File: config.mk
export PLATFORM = sky130hd
export DESIGN_NAME = anc_cap_buf
export DESIGN_NICKNAME = d
export VERILOG_FILES = /design/src/rtl/anc_cap_pkg.sv /design/src/rtl/anc_edge_det.sv /design/src/rtl/anc_irq_flag.sv /design/src/rtl/anc_byte_ram.sv /design/src/rtl/anc_wr_ctrl.sv /design/src/rtl/anc_cap_buf.sv
export SDC_FILE = /design/constraint.sdc
export NUM_CORES = 1
export LEC_CHECK = 0
export BUFFER_PORTS_ARGS = -buffer_cell sky130_fd_sc_hd__buf_4
export CAP_MARGIN = 30
export CORE_UTILIZATION = 60
export DETAILED_ROUTE_END_ITERATION = 7
export PLACE_DENSITY_LB_ADDON = 0.1
export SLEW_MARGIN = 10
export SYNTH_ARGS = -nofsm -noshare
export SYNTH_HDL_FRONTEND = slang
export SYNTH_SLANG_ARGS = --single-unit
File: constraint.sdc
create_clock -name clk_i -period 3 [get_ports clk_i]
set_input_delay 0.3 -clock clk_i [delete_from_list [all_inputs] [get_ports clk_i]]
set_output_delay 0.3 -clock clk_i [all_outputs]
set_load 0.1 [all_outputs]
File: src/rtl/anc_cap_pkg.sv
package anc_cap_pkg;
  localparam int BYTE_W = 8;
  typedef logic [BYTE_W-1:0] byte_t;
  localparam byte_t TERM_BYTE = 8'hFF;

  // one RAM word write, per-lane enables
  typedef struct packed {
    logic  hi_we;
    logic  lo_we;
    byte_t hi_d;
    byte_t lo_d;
  } lane_wr_t;
endpackage

File: src/rtl/anc_edge_det.sv
module anc_edge_det (
  input  logic clk_i,
  input  logic rst_ni,
  input  logic lvl_i,
  output logic rise_o,
  output logic fall_o
);
  logic lvl_q;

  always_ff @(posedge clk_i or negedge rst_ni) begin
    if (!rst_ni) lvl_q <= 1'b0;
    else         lvl_q <= lvl_i;
  end

  assign rise_o = lvl_i & ~lvl_q;
  assign fall_o = ~lvl_i & lvl_q;
endmodule

File: src/rtl/anc_irq_flag.sv
module anc_irq_flag (
  input  logic clk_i,
  input  logic rst_ni,
  input  logic set_i,
  input  logic clr_i,
  output logic irq_o
);
  logic irq_q;

  always_ff @(posedge clk_i or negedge rst_ni) begin
    if (!rst_ni)    irq_q <= 1'b0;
    else if (set_i) irq_q <= 1'b1;
    else if (clr_i) irq_q <= 1'b0;
  end

  assign irq_o = irq_q;
endmodule

File: src/rtl/anc_byte_ram.sv
module anc_byte_ram
  import anc_cap_pkg::*;
#(
  parameter int DEPTH = 16,
  localparam int AW = $clog2(DEPTH)
) (
  input  logic            clk_i,
  input  logic [AW-1:0]   waddr_i,
  input  lane_wr_t        wr_i,
  input  logic [AW-1:0]   raddr_i,
  output logic [2*BYTE_W-1:0] rdata_o
);
  logic [1:0] lane_we;
  byte_t      lane_wd [2];
  byte_t      lane_rd [2];

  // lane 1 = bits 15:8 (even byte address), lane 0 = bits 7:0
  assign lane_we[1] = wr_i.hi_we;
  assign lane_we[0] = wr_i.lo_we;
  assign lane_wd[1] = wr_i.hi_d;
  assign lane_wd[0] = wr_i.lo_d;

  for (genvar g = 0; g < 2; g++) begin : g_lane
    byte_t mem [DEPTH];
    always_ff @(posedge clk_i) begin
      if (lane_we[g]) mem[waddr_i] <= lane_wd[g];
      lane_rd[g] <= mem[raddr_i];
    end
  end

  assign rdata_o = {lane_rd[1], lane_rd[0]};
endmodule

File: src/rtl/anc_wr_ctrl.sv
module anc_wr_ctrl
  import anc_cap_pkg::*;
#(
  parameter int DEPTH = 16,
  localparam int AW = $clog2(DEPTH),
  localparam int PW = $clog2(2*DEPTH) + 1
) (
  input  logic          clk_i,
  input  logic          rst_ni,
  input  logic          vblank_i,
  input  logic          rise_i,
  input  logic          fall_i,
  input  logic          valid_i,
  input  logic          sop_i,
  input  logic          eop_i,
  input  byte_t         byte_i,
  output logic [AW-1:0] waddr_o,
  output lane_wr_t      wr_o,
  output logic [PW-1:0] count_o
);
  localparam logic [PW:0] CAP = (PW+1)'(2*DEPTH);

  logic [PW-1:0] base_q, ptr_q, cnt_q;
  logic          in_pkt_q, drop_q, term_q;

  logic          acc, start, cont, take, fits, room;
  logic          do_wr, commit, abort, grow;
  logic [PW-1:0] at;
  logic [PW:0]   at_x, nxt_x;

  always_comb begin
    acc    = valid_i & vblank_i & ~rise_i & ~drop_q;
    start  = acc & sop_i;
    cont   = acc & ~sop_i & in_pkt_q;
    take   = start | cont;
    at     = start ? base_q : ptr_q;   // a new start always rewinds to the commit point
    at_x   = {1'b0, at};
    nxt_x  = at_x + 1'b1;
    fits   = at_x < CAP;
    room   = nxt_x < CAP;              // terminator slot after the last byte
    do_wr  = take & fits;
    commit = do_wr & eop_i & room;
    abort  = take & (~fits | (eop_i & ~room));
    grow   = do_wr & ~eop_i;
  end

  always_ff @(posedge clk_i or negedge rst_ni) begin
    if (!rst_ni) begin
      base_q   <= '0;
      ptr_q    <= '0;
      cnt_q    <= '0;
      in_pkt_q <= 1'b0;
      drop_q   <= 1'b0;
      term_q   <= 1'b0;
    end else if (rise_i) begin
      base_q   <= '0;
      ptr_q    <= '0;
      cnt_q    <= '0;
      in_pkt_q <= 1'b0;
      drop_q   <= 1'b0;
      term_q   <= 1'b1;
    end else if (abort) begin
      drop_q   <= 1'b1;
      in_pkt_q <= 1'b0;
      term_q   <= 1'b1;
    end else if (commit) begin
      base_q   <= nxt_x[PW-1:0];
      ptr_q    <= nxt_x[PW-1:0];
      cnt_q    <= cnt_q + 1'b1;
      in_pkt_q <= 1'b0;
      term_q   <= 1'b1;
    end else if (grow) begin
      ptr_q    <= nxt_x[PW-1:0];
      in_pkt_q <= 1'b1;
      term_q   <= 1'b0;
    end else if (fall_i && in_pkt_q) begin
      in_pkt_q <= 1'b0;
      term_q   <= 1'b1;
    end
  end

  // data byte wins the port; a pending terminator is re-armed by the packet's outcome
  always_comb begin
    wr_o    = '0;
    waddr_o = base_q[AW:1];
    if (do_wr) begin
      waddr_o = at[AW:1];
      if (at[0]) begin
        wr_o.lo_we = 1'b1;
        wr_o.lo_d  = byte_i;
      end else begin
        wr_o.hi_we = 1'b1;
        wr_o.hi_d  = byte_i;
      end
    end else if (term_q) begin
      wr_o.lo_we = 1'b1;
      wr_o.lo_d  = TERM_BYTE;
      wr_o.hi_we = ~base_q[0];
      wr_o.hi_d  = TERM_BYTE;
    end
  end

  assign count_o = cnt_q;
endmodule

File: src/rtl/anc_cap_buf.sv
module anc_cap_buf
  import anc_cap_pkg::*;
#(
  parameter int DEPTH = 16,
  localparam int AW = $clog2(DEPTH),
  localparam int PW = $clog2(2*DEPTH) + 1
) (
  input  logic          clk_i,
  input  logic          rst_ni,
  input  logic          vblank_i,
  input  logic          anc_valid_i,
  input  logic          anc_sop_i,
  input  logic          anc_eop_i,
  input  logic [7:0]    anc_byte_i,
  input  logic [AW-1:0] rd_addr_i,
  output logic [15:0]   rd_data_o,
  input  logic          irq_clr_i,
  output logic          irq_o,
  output logic [PW-1:0] pkt_count_o
);
  logic          vb_rise, vb_fall;
  logic [AW-1:0] waddr;
  lane_wr_t      wr;

  anc_edge_det u_edge (
    .clk_i  (clk_i),
    .rst_ni (rst_ni),
    .lvl_i  (vblank_i),
    .rise_o (vb_rise),
    .fall_o (vb_fall)
  );

  anc_wr_ctrl #(.DEPTH(DEPTH)) u_ctrl (
    .clk_i    (clk_i),
    .rst_ni   (rst_ni),
    .vblank_i (vblank_i),
    .rise_i   (vb_rise),
    .fall_i   (vb_fall),
    .valid_i  (anc_valid_i),
    .sop_i    (anc_sop_i),
    .eop_i    (anc_eop_i),
    .byte_i   (anc_byte_i),
    .waddr_o  (waddr),
    .wr_o     (wr),
    .count_o  (pkt_count_o)
  );

  anc_byte_ram #(.DEPTH(DEPTH)) u_ram (
    .clk_i   (clk_i),
    .waddr_i (waddr),
    .wr_i    (wr),
    .raddr_i (rd_addr_i),
    .rdata_o (rd_data_o)
  );

  anc_irq_flag u_irq (
    .clk_i  (clk_i),
    .rst_ni (rst_ni),
    .set_i  (vb_fall),
    .clr_i  (irq_clr_i),
    .irq_o  (irq_o)
  );
endmodule

==> impl_metrics.prom <==
# TYPE chip_impl_metric gauge
chip_impl_metric{name="timing.critical_path.arrival",unit="ns"} 3.10
chip_impl_metric{name="pre_cts_ws",unit="ns"} 0.111
chip_impl_info{name="worstSetupPathType",value="reg -> reg"} 1
chip_impl_metric{name="grt_pass1_vias",unit=""} 6297
chip_impl_metric{name="period_share",unit="%"} 98.0
chip_impl_metric{name="skew_pair_late_insertion_delay",unit="ns"} 0.54
chip_impl_metric{name="vias_per_cell",unit=""} 6.34
chip_impl_metric{name="vdd_drop_max",unit="uV"} 452
chip_impl_info{name="mostFrequentLayoutCells",value="256 x edfxtp_1, 80 x mux4_2, 78 x buf_4, 29 x clkbuf_16, 24 x nor2_1"} 1
chip_impl_metric{name="grt_util_all_layers",unit="%"} 25.8
chip_impl_metric{name="vias",unit=""} 6266
chip_impl_metric{name="drv_slew",unit=""} 0
chip_impl_metric{name="mean_post_synth_cell_area",unit="um^2"} 19.3
chip_impl_metric{name="std_cell_rows",unit=""} 51
chip_impl_info{name="yosys.area.top_type",value="edfxtp_1"} 1
chip_impl_metric{name="crit_path_max_fanout",unit=""} 9
chip_impl_metric{name="num_antenna_cells",unit=""} 0
chip_impl_metric{name="synthesis.nets",unit=""} 639
chip_impl_metric{name="mappedNetlistArea",unit="um^2"} 11900
chip_impl_metric{name="die_width",unit="um"} 143
chip_impl_metric{name="place.port_buffers",unit=""} 41
chip_impl_metric{name="final_layout_size_suffix_gt1_share",unit="%"} 31.5
chip_impl_metric{name="yosysSeqAreaShare",unit="%"} 72.0
chip_impl_info{name="ys_top_cells_by_area",value="edfxtp_1 64%, mux4_2 15%, dfrtp_1 4.8%"} 1
chip_impl_metric{name="drt_iter0_drc",unit=""} 597
chip_impl_info{name="synth_top_family_by_area",value="multiplexers"} 1
chip_impl_metric{name="synth_fa_ha_area_share",unit="%"} 0.210
chip_impl_metric{name="routabilityCongestion",unit=""} 0.862
chip_impl_metric{name="layout.area.seq",unit="um^2"} 8580
chip_impl_metric{name="drt_drc_violations_left",unit=""} 0
chip_impl_metric{name="core",unit="um^2"} 19500
chip_impl_metric{name="cts_sinks",unit=""} 295
chip_impl_metric{name="syn2layout_area_growth",unit="%"} 14.5
chip_impl_info{name="critPathCaptureType",value="register"} 1
chip_impl_metric{name="yosys-mux-area-fraction",unit="%"} 16.0
chip_impl_metric{name="synth_compound_gate_area_share",unit="%"} 4.77
chip_impl_metric{name="maxClockFrequency",unit="MHz"} 340
chip_impl_metric{name="routed_wl",unit="um"} 25000
chip_impl_metric{name="placed_cell_area",unit="um^2"} 12700
chip_impl_metric{name="fin_skew",unit="ns"} 0.0111
chip_impl_metric{name="ys.warnings.count",unit=""} 0
chip_impl_info{name="rsz0062_at_grt",value="yes"} 1
chip_impl_metric{name="design_area",unit="um^2"} 13600
chip_impl_metric{name="dpl.hpwl",unit="um"} 16000
chip_impl_metric{name="globalRouteOverflowTotal",unit=""} 0
chip_impl_metric{name="initial_core_utilization",unit="%"} 61.3
chip_impl_metric{name="clk_pin_slew_worst_paths",unit="ns"} 0.06
chip_impl_metric{name="synth.top_cell.area_share",unit="%"} 64.5
chip_impl_metric{name="worstPathRequired",unit="ns"} 3.17
chip_impl_metric{name="drtAntennaViolNets",unit=""} 0
chip_impl_metric{name="post_drt_wl_per_cell",unit="um"} 25.3
chip_impl_info{name="cts_root_buffer",value="clkbuf_16"} 1
chip_impl_info{name="tritoncts_clock_tree",value="built"} 1
chip_impl_metric{name="dieArea",unit="um^2"} 20400
chip_impl_metric{name="synth_edf_count",unit=""} 256
chip_impl_metric{name="layout.nets",unit=""} 723
chip_impl_metric{name="grt_antenna_before_repair",unit=""} 0
chip_impl_metric{name="grt_pass1_wl",unit="um"} 38100
chip_impl_metric{name="synth_simple_gate_area_share",unit="%"} 4.87
chip_impl_info{name="run_status",value="completed"} 1
chip_impl_info{name="final_common_cell",value="edfxtp_1"} 1
chip_impl_metric{name="drv_cap",unit=""} 0
chip_impl_metric{name="grt_max_degree",unit=""} 35
chip_impl_metric{name="cts_setup_buffers",unit=""} 0
chip_impl_metric{name="timing.max_slew.rel_slack",unit="%"} 46.8
chip_impl_metric{name="cts.htree.levels",unit=""} 1
chip_impl_metric{name="dieHeight",unit="um"} 143
chip_impl_metric{name="setup-tns-final",unit="ns"} 0
chip_impl_metric{name="leakagePower",unit="nW"} 4.49
chip_impl_metric{name="n_fill_cell",unit=""} 1239
chip_impl_metric{name="pwr_cell_area",unit="nW/um^2"} 643
chip_impl_metric{name="synthXorXnorAreaFrac",unit="%"} 0.367
chip_impl_info{name="cp-start-kind",value="register"} 1
chip_impl_metric{name="cts_inserted_buffers",unit=""} 29
chip_impl_metric{name="synthesis_stage_register_bit_count",unit=""} 295
chip_impl_metric{name="drtPass1Iterations",unit=""} 6
chip_impl_info{name="worstHoldPathType",value="in -> reg"} 1
chip_impl_metric{name="tightest_slew",unit="ns"} 0.790
chip_impl_metric{name="io_pins",unit=""} 42
chip_impl_metric{name="synth_cells",unit=""} 618
chip_impl_metric{name="timing_hold_violations_final",unit=""} 0
chip_impl_metric{name="fin_ws",unit="ns"} 0.0602
chip_impl_metric{name="multiInputGateArea",unit="um^2"} 3150
chip_impl_metric{name="async_reset_ff_share",unit="%"} 7.80
chip_impl_info{name="top_ff_cell_synth",value="edfxtp_1"} 1
chip_impl_metric{name="yosys.cell_types.count",unit=""} 61
chip_impl_metric{name="min_period",unit="ns"} 2.94
chip_impl_metric{name="clockBufferDepth",unit=""} 3
chip_impl_metric{name="fin_util",unit="%"} 70.1
chip_impl_metric{name="timing.final.setup_violations",unit=""} 0
[synthesized netlist by cell type, types with 2 or more instances]
cell      instances
a21o_1           16
a21oi_1          13
a21oi_2           2
a31oi_1           4
a31oi_2           2
and2_1            3
and3_1            3
buf_1             2
buf_2            12
buf_4             4
buf_6             4
clkbuf_1         12
dfrtp_1          23
dfxtp_1          16
edfxtp_1        256
ha_1              2
inv_1             7
mux2_2            2
mux2i_1           8
mux4_2           80
nand2_1          22
nand3_1           8
nand3b_1          3
nor2_1           31
nor2b_1           8
nor3_1           14
nor3b_1           3
nor4_1            2
o21a_1            2
o21ai_0          13
o21ai_1           3
o21bai_1          2
o21bai_4          2
o22ai_1           2
o31a_1            2
or3_1             2
xnor2_1           3
xor2_1            2
[registers in the layout (all words and copies together) (netlist names)]
| name | count |
|---|---|
| u_edge.lvl_q | 1 |
| u_ctrl.in_pkt_q | 1 |
| u_ctrl.term_q | 1 |
| u_ram.lane_rd | 16 |
| u_ctrl.base_q | 6 |
| u_irq.irq_o | 1 |
| u_ctrl.ptr_q | 6 |
| u_ctrl.drop_q | 1 |
| u_ram.g_lane.mem | 256 |
| u_ctrl.count_o | 6 |
[routing by layer]
layer / vias to the layer above / global-route usage (%) / routed length (um) / share of wire [%]
met5: - / 0 / 0 / 0
met4: 0 / 6.62 / 444 / 1.8
met3: 35 / 4.66 / 1720 / 6.9
met2: 251 / 40.2 / 12000 / 48
met1: 3296 / 38.4 / 10800 / 43
li1: 2684 / - / - / -
[area by class of cell]
cell class,count,area share [%]
sequential,295,62.9
tap,265,2.43
timing repair buffer,87,4.91
clock inverter,15,0.963
inverter,8,0.220
multi-input combinational,281,23.1
clock buffer,37,5.54
[critical path, cell delays in order, from the launching register on]
cell	delay [ns]
dfrtp_1	0.39
nand4b_4	0.26
nor4b_4	0.61
mux2i_1	0.28
o21ai_0	0.32
nor2_1	0.69
[report_power, final]
part	switching [mW]	internal (mW)	leakage [nW]	total [mW]
combinational	0.522	0.238	1.37	0.761
sequential	0.0265	4.58	2.69	4.61
clock	1.45	1.95	0.435	3.40
[metrics by stage]
step / hold WS, ns / instances / total power, mW
floorplan: 0.00441 / 618 / 5.22
global placement: 0.210 / 928 / 5.44
detailed placement: 0.213 / 932 / 5.45
CTS: 0.0202 / 986 / 8.81
global route: 0.0309 / 988 / 9.02
finish: 0.0391 / 988 / 8.77
[kinds of logic after synthesis]
| family | count (synthesis) |
|---|---|
| xor gates and xnor gates | 5 |
| DFF | 295 |
| muxes | 90 |
| buffers and inverters | 42 |
| AOI/OAI and AO/OA | 75 |
| and+or+nand+nor | 109 |
| adders and majority gates | 2 |
[what timing repair did]
| action | CTS | global route |
|---|---|---|
| hold buffers | 2 | 0 |
| hold endpoints to repair | 24 | 0 |
| setup endpoints to repair | 0 | 88 |
| gates resized for setup | 0 | 8 |
[path summary, 6_finish.rpt]
kind,start,endpoint,slack [ns],cells past startpoint
hold reg to reg,u_irq.irq_o,u_irq.irq_o,0.53,2
hold / removal,vblank_i,u_edge.lvl_q,0.04,2
setup reg to reg,u_ctrl.drop_q,u_ram.g_lane[0].mem[3][7],0.06,5
setup / recovery,u_ctrl.drop_q,u_ram.g_lane[0].mem[3][7],0.06,5
max in group asynchronous,rst_ni,u_ctrl.in_pkt_q,2.55,2
min in group asynchronous,rst_ni,u_ctrl.base_q[1],0.20,2
(Power assumes the default switching activity.)
